==> src/rtl/sclk_pkg.sv <==
package sclk_pkg;
  typedef enum logic {
    ST_STOP = 1'b0,
    ST_RUN  = 1'b1
  } run_st_e;

  typedef struct packed {
    logic launch;
    logic sample;
  } strobe_t;
endpackage

==> src/rtl/sclk_cfg.sv <==
module sclk_cfg #(
  parameter int DIV_W = 8
) (
  input  logic             clk,
  input  logic             rst_n,
  input  logic             run_i,
  input  logic [DIV_W-1:0] div_i,
  input  logic             cpol_i,
  input  logic             cpha_i,
  input  logic             trail_tick,
  output logic             run_q,
  output logic [DIV_W-1:0] div_q,
  output logic             cpol_q,
  output logic             cpha_q,
  output logic             byp_q
);
  import sclk_pkg::*;
  localparam logic [DIV_W-1:0] BYP_CODE = {DIV_W{1'b1}};

  run_st_e st_q, st_d;
  logic    cfg_en;

  // configuration only accepted while stopped
  assign cfg_en = (st_q == ST_STOP);
  assign run_q  = (st_q == ST_RUN);

  always_comb begin
    st_d = st_q;
    case (st_q)
      ST_STOP: if (run_i) st_d = ST_RUN;
      ST_RUN: begin
        if (byp_q) begin
          if (!run_i) st_d = ST_STOP;
        end else if (trail_tick && !run_i) begin
          st_d = ST_STOP;
        end
      end
      default: st_d = ST_STOP;
    endcase
  end

  always_ff @(posedge clk or negedge rst_n) begin
    if (!rst_n) st_q <= ST_STOP;
    else        st_q <= st_d;
  end

  always_ff @(posedge clk or negedge rst_n) begin
    if (!rst_n) begin
      div_q  <= '0;
      cpol_q <= 1'b0;
      cpha_q <= 1'b0;
      byp_q  <= 1'b0;
    end else if (cfg_en) begin
      div_q  <= div_i;
      cpol_q <= cpol_i;
      cpha_q <= cpha_i;
      byp_q  <= (div_i == BYP_CODE);
    end
  end
endmodule

==> src/rtl/sclk_div.sv <==
module sclk_div #(
  parameter int DIV_W = 8
) (
  input  logic             clk,
  input  logic             rst_n,
  input  logic             run_q,
  input  logic             byp_q,
  input  logic [DIV_W-1:0] div_q,
  input  logic             cpha_q,
  output logic             lvl_q,
  output logic             trail_tick,
  output sclk_pkg::strobe_t stb_q
);
  import sclk_pkg::*;

  logic [DIV_W-1:0] cnt_q, cnt_d;
  logic             lvl_d, active, tick, lead;
  strobe_t          stb_d;

  assign active     = run_q && !byp_q;
  assign tick       = active && (cnt_q == div_q);
  assign lead       = !lvl_q;
  assign trail_tick = tick && lvl_q;

  always_comb begin
    cnt_d = cnt_q;
    lvl_d = lvl_q;
    stb_d = '0;
    if (!active) begin
      cnt_d = '0;
      lvl_d = 1'b0;
    end else if (tick) begin
      cnt_d        = '0;
      lvl_d        = !lvl_q;
      stb_d.sample = lead ^ cpha_q;
      stb_d.launch = !(lead ^ cpha_q);
    end else begin
      cnt_d = cnt_q + 1'b1;
    end
  end

  always_ff @(posedge clk or negedge rst_n) begin
    if (!rst_n) begin
      cnt_q <= '0;
      lvl_q <= 1'b0;
      stb_q <= '0;
    end else begin
      cnt_q <= cnt_d;
      lvl_q <= lvl_d;
      stb_q <= stb_d;
    end
  end
endmodule

==> src/rtl/sclk_byp.sv <==
module sclk_byp (
  input  logic clk,
  input  logic rst_n,
  input  logic run_q,
  input  logic byp_q,
  output logic gated,
  output logic stb_q
);
  logic pass, en_lo_q;

  assign pass = run_q && byp_q;

  // enable captured while clk is low so the gated pulse is never cut
  always_ff @(negedge clk or negedge rst_n) begin
    if (!rst_n) en_lo_q <= 1'b0;
    else        en_lo_q <= pass;
  end

  always_ff @(posedge clk or negedge rst_n) begin
    if (!rst_n) stb_q <= 1'b0;
    else        stb_q <= pass;
  end

  assign gated = clk && en_lo_q;
endmodule

==> src/rtl/sclk_gen.sv <==
module sclk_gen #(
  parameter int DIV_W = 8
) (
  input  logic             clk,
  input  logic             rst_n,
  input  logic             run_i,
  input  logic [DIV_W-1:0] div_i,
  input  logic             cpol_i,
  input  logic             cpha_i,
  output logic             sclk_o,
  output logic             launch_o,
  output logic             sample_o
);
  import sclk_pkg::*;

  logic             run_q, cpol_q, cpha_q, byp_q;
  logic [DIV_W-1:0] div_q;
  logic             lvl_q, trail_tick, gated, byp_stb;
  strobe_t          stb_q;

  sclk_cfg #(.DIV_W(DIV_W)) u_cfg (
    .clk(clk), .rst_n(rst_n), .run_i(run_i), .div_i(div_i),
    .cpol_i(cpol_i), .cpha_i(cpha_i), .trail_tick(trail_tick),
    .run_q(run_q), .div_q(div_q), .cpol_q(cpol_q), .cpha_q(cpha_q),
    .byp_q(byp_q)
  );

  sclk_div #(.DIV_W(DIV_W)) u_div (
    .clk(clk), .rst_n(rst_n), .run_q(run_q), .byp_q(byp_q),
    .div_q(div_q), .cpha_q(cpha_q), .lvl_q(lvl_q),
    .trail_tick(trail_tick), .stb_q(stb_q)
  );

  sclk_byp u_byp (
    .clk(clk), .rst_n(rst_n), .run_q(run_q), .byp_q(byp_q),
    .gated(gated), .stb_q(byp_stb)
  );

  assign sclk_o   = cpol_q ^ (byp_q ? gated : lvl_q);
  assign launch_o = byp_q ? byp_stb : stb_q.launch;
  assign sample_o = byp_q ? byp_stb : stb_q.sample;
endmodule

==> config.mk <==
export PLATFORM = sky130hd
export DESIGN_NAME = sclk_gen
export DESIGN_NICKNAME = d
export VERILOG_FILES = /design/src/rtl/sclk_pkg.sv /design/src/rtl/sclk_cfg.sv /design/src/rtl/sclk_div.sv /design/src/rtl/sclk_byp.sv /design/src/rtl/sclk_gen.sv
export SDC_FILE = /design/constraint.sdc
export NUM_CORES = 1
export LEC_CHECK = 0
export ABC_AREA = 1
export BUFFER_PORTS_ARGS = -buffer_cell sky130_fd_sc_hd__buf_2
export CORE_MARGIN = 2
export CORE_UTILIZATION = 56
export CTS_CLUSTER_SIZE = 28
export DETAILED_ROUTE_END_ITERATION = 7
export MAX_ROUTING_LAYER = met4
export PLACE_DENSITY_LB_ADDON = 0.25
export SLEW_MARGIN = 20
export SYNTH_ARGS = -nofsm -noshare
export SYNTH_HDL_FRONTEND = slang
export SYNTH_SLANG_ARGS = --single-unit
==> constraint.sdc <==
create_clock -name clk -period 1.45 [get_ports clk]
set_input_delay 0.145 -clock clk [delete_from_list [all_inputs] [get_ports clk]]
set_output_delay 0.145 -clock clk [all_outputs]
set_load 0.005 [all_outputs]
==> implementation parameters, run 1 <==
Parameter                              Value

Routing
  Wire length after detailed routing    ~2.6 mm
  Per-cell routed wire length    11.0 um
  Via count    ~1.1k
  Vias per cell    4.82
  DRC Markers    0
  Drt first-iter violations    28
  ANT nets after route    0
  Router iterations before antenna repair    4

Finish
  Layout cell share with drive strength beyond 1    roughly 17%
  Final antenna diode count    0
  Filler cells    approximately 160
  Final nets    223
  Signed area change from the synthesized netlist to the final layout    24.7%
  Post-route design area    ~1600 um2

Floorplan
  Number of rows created at floorplan    17
  # IOs    16
  Die extent in y    51.8 um
  Core region area    2190 um2
  Die area    roughly 2700 um2
  Starting density of the core    between 50% and 60%
  Width of the die    around 52 um

Global routing
  GRT met1 Usage    26.7%
  Number of antenna violations at the first check in global routing    0
  Wire length of the first global-routing pass    between 4 and 5 mm
  Met3 Track Usage GR    6.90%
  Combined global-route utilization of all metal layers    23.8%
  Global-route layer with the greatest usage    met2
  Largest net degree at the start of global routing    25
  GR Layer Usage met2    just under 40%
  Global route overflow    0
  Number of global-route vias before repair    1105

Critical path
  Worst reg2reg path depth    2
  Capture instance of the worst register-to-register path    u_byp.en_lo_q$_DFF_NN0_
  Worst flop-to-flop path startpoint    u_cfg.byp_q$_DFFE_PN0N_
  Crit. End Element    output port
  Cell depth of the worst setup path    4
  CP endpoint    sclk_o
  CP cell instances    nand2_1 -> a21oi_2 -> xor2_1 -> buf_2
  Data required time at the worst endpoint    between 1 and 1.5 ns
  Setup slack of the most critical reg-to-reg path    about 0.05 ns
  Category of the critical setup timing path    reg -> out
  Gate family responsible for the most delay along the worst path    flip-flops
  Top fanout value on the critical path    1
  Crit path arrival time    2.04 ns
  Element type at the critical path start    flip-flop
  Slowest cell delay on critical path    0.41 ns
  Number of buffers and inverters on the critical path    1
  Critical-path top delay cell    dfrtn_1
  Launching instance or port of the critical path    u_byp.en_lo_q$_DFF_NN0_

Clock tree
  Clock-pin transition on the worst setup and hold timing paths    roughly 0.14 ns
  Post-CTS setup-driven buffer insertion count    0
  CTS tree    built
  Source-to-sink clock delay at the later pin of the worst-skew pair    between 0.4 and 0.5 ns

Timing
  Worst Setup Slack, final    -0.736 ns
  Setup repair after global routing missed its margin    yes
  Worst slew pin tran    0.303 ns
  Worst setup skew after layout    approximately 0.0062 ns
  Setup TNS    -0.736 ns
  Number of failing hold endpoints at the final stage    0
  Remaining max-slew budget at the tightest pin    roughly 80%
  Final setup fails    2
  Max-slew violation total from the final report    0

Flow run
  Maximum Capacitance Violations    0

Power and ir drop
  Sw Pwr    about 1.1 mW
  Part of the total power dissipated in the clock network    18.7%
  Leak pwr    0.870 nW
  Switching share of power    between 40% and 50%
  Proportion of power drawn by flip-flops and latches    between 40 and 50%
  Combinational group share of total power    38.4%
  Final total power    roughly 2.7 mW
  P_int    1.61 mW
  Worst supply voltage drop on vdd    between 1 and 1.5 mV
  Total power divided by cell area    ~1700 nW/um2

Synthesis
  Unique cell type count in the Yosys netlist    22
  Number of warning messages in the yosys log    0
  Post-synthesis instance area    around 1300 um2
  Post-synth net total    185
  Mean post-synth cell area    about 7.5 um2
  Biggest area contributors in the synthesized netlist    dfrtp_1, nand2_1, inv_1, nor2_1, o21ai_0
  Async S/R FF share, synth    between 90% and 100%
  Area share of the leading cell type in the synthesized netlist    between 40% and 50%
  Dominant cell by count in the synthesized netlist    nand2_1
  Most used DFF post-synth    dfrtp_1
  Share of synthesized area occupied by flip-flops and latches    48.9%
  Number of instances in the synthesized netlist    between 150 and 200
  Post-synthesis register bit count    25
  Number of enable flip-flop cells after synthesis    0
  Synth cell count leaders    nand2_1, inv_1, dfrtp_1
  Yosys top cell by area    dfrtp_1

Outcome
  Status    finished with violations
  Failing checks    negative setup slack

Placed design
  Placement-stage cell area    1420 um2
  Worst slack after detailed placement    -0.206 ns
  HPWL after DPL    approximately 1.9 mm
  Number of buffer cells added on primary ports    15
  Gpl congestion    0.858

Hold path
  Hold Crit Class    in -> async
==> flip-flops by register name, indices dropped and copies added (netlist names) <==
name and count:
u_byp.en_lo_q 1, u_byp.stb_q 1, u_cfg.byp_q 1, u_cfg.cpha_q 1, u_cfg.cpol_q 1, u_cfg.div_q 8
u_cfg.run_q 1, u_div.cnt_q 8, u_div.lvl_q 1, u_div.stb_q 2
==> worst reg2reg max path, cell delays in order, from the launching register on <==
cell and delay, ns:
dfrtp_1 0.42, nand2_1 0.08, inv_1 0.05
==> logic make-up after synthesis <==
family | share of synthesized area, %
compound gates | 5.28
xor+xnor | 5.47
fa+ha+maj | 0.977
buf+inv | 9.09
flops | 48.9
simple gates | 30.3
==> cells in the final DEF, fill, tap and decap left out <==
master	netlist	final
dfrtp_1	24	24
nor2_2	2	2
a21oi_2	0	1
xor2_1	5	5
nor3_1	1	1
nand2_1	62	61
o31ai_1	1	1
dlygate4sd3_1	0	12
dfrtn_1	1	1
a21oi_1	2	1
xnor2_1	3	3
nand2_2	1	2
ha_1	1	1
nor2_4	1	1
clkbuf_4	0	6
nand2_4	1	1
nand4_1	2	2
inv_2	2	3
buf_2	0	15
o21ai_1	1	1
o21ai_0	9	9
clkinv_2	0	1
nor2_1	17	17
buf_4	0	3
nand3b_1	1	1
inv_1	28	27
nand3_1	5	5
buf_6	0	1
==> layer usage <==
| layer | vias up | share of wire (%) |
|---|---|---|
| met3 | 7 | 5.0 |
| met4 | 0 | 1.7 |
| li1 | 585 | - |
| met2 | 23 | 49 |
| met1 | 523 | 45 |
| met5 | - | 0 |
==> power by group through the flow <==
stage / clock [mW] / combinational [mW] / sequential [mW]
after floorplan: 0.0417 / 0.783 / 1.14
after global placement: 0.0664 / 0.969 / 1.16
after detailed placement: 0.0664 / 1.01 / 1.17
after CTS: 0.524 / 1.05 / 1.16
after global routing: 0.553 / 1.22 / 1.20
final: 0.510 / 1.05 / 1.17
==> stage by stage <==
step / util, % / hold WS, ns / instances
3_5_place_dp: 64.8 / 0.198 / 217
2_1_floorplan: - / -0.151 / 171
6_report: 72.9 / 0.258 / 236
5_1_grt: 72.9 / 0.281 / 236
3_3_place_gp: 64.8 / 0.196 / 217
4_1_cts: 72.6 / 0.269 / 236
==> timing repair <==
item / in CTS / in global routing
setup endpoints to repair: 2 / 4
endpoints found under the hold margin: 36 / 0
hold buffers: 12 / 0
resized for setup: 0 / 3
==> area by class of cell <==
| cell class | count | area [um2] | area share (%) |
|---|---|---|---|
| tap | 28 | 35.0 | 2.19 |
| sequential | 25 | 626 | 39.2 |
| clock inverter | 1 | 5.00 | 0.313 |
| timing repair buffer | 30 | 224 | 14.0 |
| clock buffer | 7 | 50.0 | 3.13 |
| inverter | 30 | 113 | 7.05 |
| multi-input combinational | 115 | 544 | 34.1 |
==> how the worst min path moves through the flow <==
stage           from                          to  slack (ns)  depth (start not counted)
3_3_place_gp   rst_n  u_cfg.div_q[5]$_DFFE_PN0N_        0.20                          2
2_1_floorplan  rst_n       u_byp.stb_q$_DFF_PN0_       -0.15                          0
4_1_cts        rst_n  u_cfg.div_q[7]$_DFFE_PN0N_        0.27                          3
5_1_grt        rst_n    u_div.cnt_q[5]$_DFF_PN0_        0.28                          3
3_5_place_dp   rst_n    u_div.cnt_q[6]$_DFF_PN0_        0.20                          2
6_report       rst_n     u_cfg.byp_q$_DFFE_PN0N_        0.26                          3
No activity file was read; power rests on OpenSTA's default activity.
==> run 2: changes to the inputs <==
--- a/config.mk
+++ b/config.mk
@@ -9,10 +9,12 @@
 export BUFFER_PORTS_ARGS = -buffer_cell sky130_fd_sc_hd__buf_2
 export CORE_MARGIN = 2
 export CORE_UTILIZATION = 56
+export CTS_CLUSTER_DIAMETER = 60
 export CTS_CLUSTER_SIZE = 28
 export DETAILED_ROUTE_END_ITERATION = 7
 export MAX_ROUTING_LAYER = met4
 export PLACE_DENSITY_LB_ADDON = 0.25
+export SKIP_CTS_REPAIR_TIMING = 1
 export SLEW_MARGIN = 20
 export SYNTH_ARGS = -nofsm -noshare
 export SYNTH_HDL_FRONTEND = slang
==> constraint.sdc (replaced) <==
create_clock -name clk -period 2.35 [get_ports clk]
set_input_delay 0.235 -clock clk [delete_from_list [all_inputs] [get_ports clk]]
set_output_delay 0.235 -clock clk [all_outputs]
set_load 0.005 [all_outputs]
==> run 2 against run 1 <==
  * Die area is the same
  * The flow finishes with violations (negative hold slack, negative setup slack)
  * Final area decreased by 6.7%
  * Sequential share of layout area up 2.8 points
  * Highest routed layer unchanged
  * Sequential cell count unchanged
  * Worst hold slack got worse by 0.26 ns
  * Routed wire length is 3.9% lower
  * Largest power group unchanged
  * Clock-buffer cell count stayed put
  * Clock skew grew 0.0030 ns
  * Non-clock buffer count fell by 11
  * Clock power decreased by 37%
  * Setup slack better by 0.33 ns
==> implementation parameters, run 2 (synthesized netlist as in run 1, its figures left out) <==
Parameter                              Value

Outcome
  Status    finished with violations
  Failing checks    negative hold slack, negative setup slack

Timing
  Max-slew violation total from the final report    0
  Number of failing hold endpoints at the final stage    1
  Setup TNS    -0.408 ns
  Worst setup skew after layout    just over 0.009 ns
  Setup repair after global routing missed its margin    yes
  Worst slew pin tran    0.300 ns
  Remaining max-slew budget at the tightest pin    about four fifths
  Worst Setup Slack, final    -0.408 ns
  Final setup fails    2
  Final hold slack    -0.000844 ns

Clock tree
  Source-to-sink clock delay at the later pin of the worst-skew pair    approximately 0.44 ns
  Clock-pin transition on the worst setup and hold timing paths    between 0.1 and 0.15 ns
  CTS tree    built

Flow run
  Maximum Capacitance Violations    0

Floorplan
  Number of rows created at floorplan    17
  Die area    2680 um2
  Core region area    roughly 2200 um2
  Die extent in y    51.8 um
  Width of the die    ~52 um
  Starting density of the core    58.4%
  # IOs    16

Power and ir drop
  Proportion of power drawn by flip-flops and latches    around 44%
  Part of the total power dissipated in the clock network    19.4%
  Worst supply voltage drop on vdd    a little under 0.8 mV
  Switching share of power    around two fifths
  Total power divided by cell area    roughly 1100 nW/um2
  P_int    0.973 mW
  Combinational group share of total power    a little under two fifths
  Sw Pwr    approximately 0.68 mW
  Leak pwr    a little over 0.8 nW
  Final total power    between 1.5 and 2 mW

Finish
  Signed area change from the synthesized netlist to the final layout    16.4%
  Final nets    212
  Most common library cell in the layout ignoring fill and taps    nand2_1
  Registers with the most flip-flops    u_cfg.div_q: 8 flops, u_div.cnt_q: 8 flops, u_div.stb_q: 2 flops
  Count of non-filler cells in the finished layout    225
  Final antenna diode count    0
  Commonest cells after routing, fill and taps aside    nand2_1, inv_1, dfrtp_1
  Filler cells    180
  Layout cell share with drive strength beyond 1    15.7%
  Area of all sequential standard cells    about 630 um2
  Area of combinational cells with multiple inputs    roughly 540 um2

Placed design
  Number of placed instances, taps included    between 200 and 250
  Gpl congestion    slightly above 0.8
  Number of buffer cells added on primary ports    15
  HPWL after DPL    between 1.5 and 2 mm
  Worst slack after detailed placement    approximately 0.12 ns

Critical path
  Top fanout value on the critical path    1
  Crit path arrival time    2.52 ns
  Data required time at the worst endpoint    between 2 and 2.5 ns
  Element type at the critical path start    flip-flop
  Category of the critical setup timing path    reg -> out
  Worst flop-to-flop path startpoint    u_cfg.byp_q$_DFFE_PN0N_
  Launching instance or port of the critical path    u_byp.en_lo_q$_DFF_NN0_
  Crit. End Element    output port

Routing
  Vias per cell    approximately 4.8
  Per-cell routed wire length    11.1 um
  Router iterations before antenna repair    4
  DRC Markers    0
  ANT nets after route    0
  Drt first-iter violations    19
  Via count    1090
  Wire length after detailed routing    roughly 2.5 mm

Hold path
  Hold wc startpoint    div_i[1]
  Hold Crit Class    in -> reg

Global routing
  Number of global-route vias before repair    about 1.0k
  Largest net degree at the start of global routing    25
  Wire length of the first global-routing pass    4.19 mm
  Global route overflow    0
  Number of antenna violations at the first check in global routing    0
  Combined global-route utilization of all metal layers    a little under a quarter
==> run 2: changes by cell type in the layout (fill, tap and decap cells not counted) <==
cell	change
clkinvlp_4	+1
inv_2	-1
nand2_2	-1
nand2_1	+1
dlygate4sd3_1	-8
clkinv_2	-1
buf_4	-2
buf_6	-1
inv_1	+1
==> run 2: final timing paths <==
kind / endpoint / slack [ns] / cells after the start
hold / removal: u_cfg.div_q[1]$_DFFE_PN0N_ / -0.0008 / 3
max in group asynchronous: u_byp.en_lo_q$_DFF_NN0_ / 1.06 / 2
setup reg to reg: u_byp.en_lo_q$_DFF_NN0_ / 0.37 / 2
setup / recovery: sclk_o / -0.41 / 4
min in group asynchronous: u_cfg.div_q[7]$_DFFE_PN0N_ / 0.33 / 3
hold reg to reg: u_div.cnt_q[0]$_DFF_PN0_ / 0.53 / 1
==> run 2: layer usage <==
layer / vias up / share of wire [%] / global-route usage, %
li1: 563 / - / -
met1: 494 / 47 / 27.7
met2: 26 / 47 / 35.3
met3: 7 / 4.2 / 5.17
met4: 0 / 2.0 / 12.3
met5: - / 0 / -
==> run 2: power by group through the flow <==
stage / combinational [mW] / sequential, mW / clock (mW)
floorplan: 0.481 / 0.701 / 0.0229
finish: 0.609 / 0.726 / 0.321
global route: 0.719 / 0.751 / 0.355
CTS: 0.604 / 0.724 / 0.328
detailed placement: 0.598 / 0.735 / 0.0381
global placement: 0.577 / 0.723 / 0.0381
==> run 2: layout make-up <==
class	instances	area share (%)
clock buffer	7	3.36
clock inverter	1	0.504
sequential	25	42.0
inverter	30	7.56
multi-input combinational	115	36.4
timing repair buffer	19	7.89
tap	28	2.35
==> run 2: stage by stage <==
stage	cell area, um2	util [%]
3_3_place_gp	1390	63.6
5_1_grt	1490	68.0
2_1_floorplan	1280	-
6_report	1490	68.0
3_5_place_dp	1390	63.6
4_1_cts	1450	66.0
==> run 2: critical path, stage by stage, from the launching register on <==
cell and delay (ns):
dfrtn_1 0.42, nand2_1 0.06, a21oi_2 0.15, xor2_1 0.15
buf_2 0.13
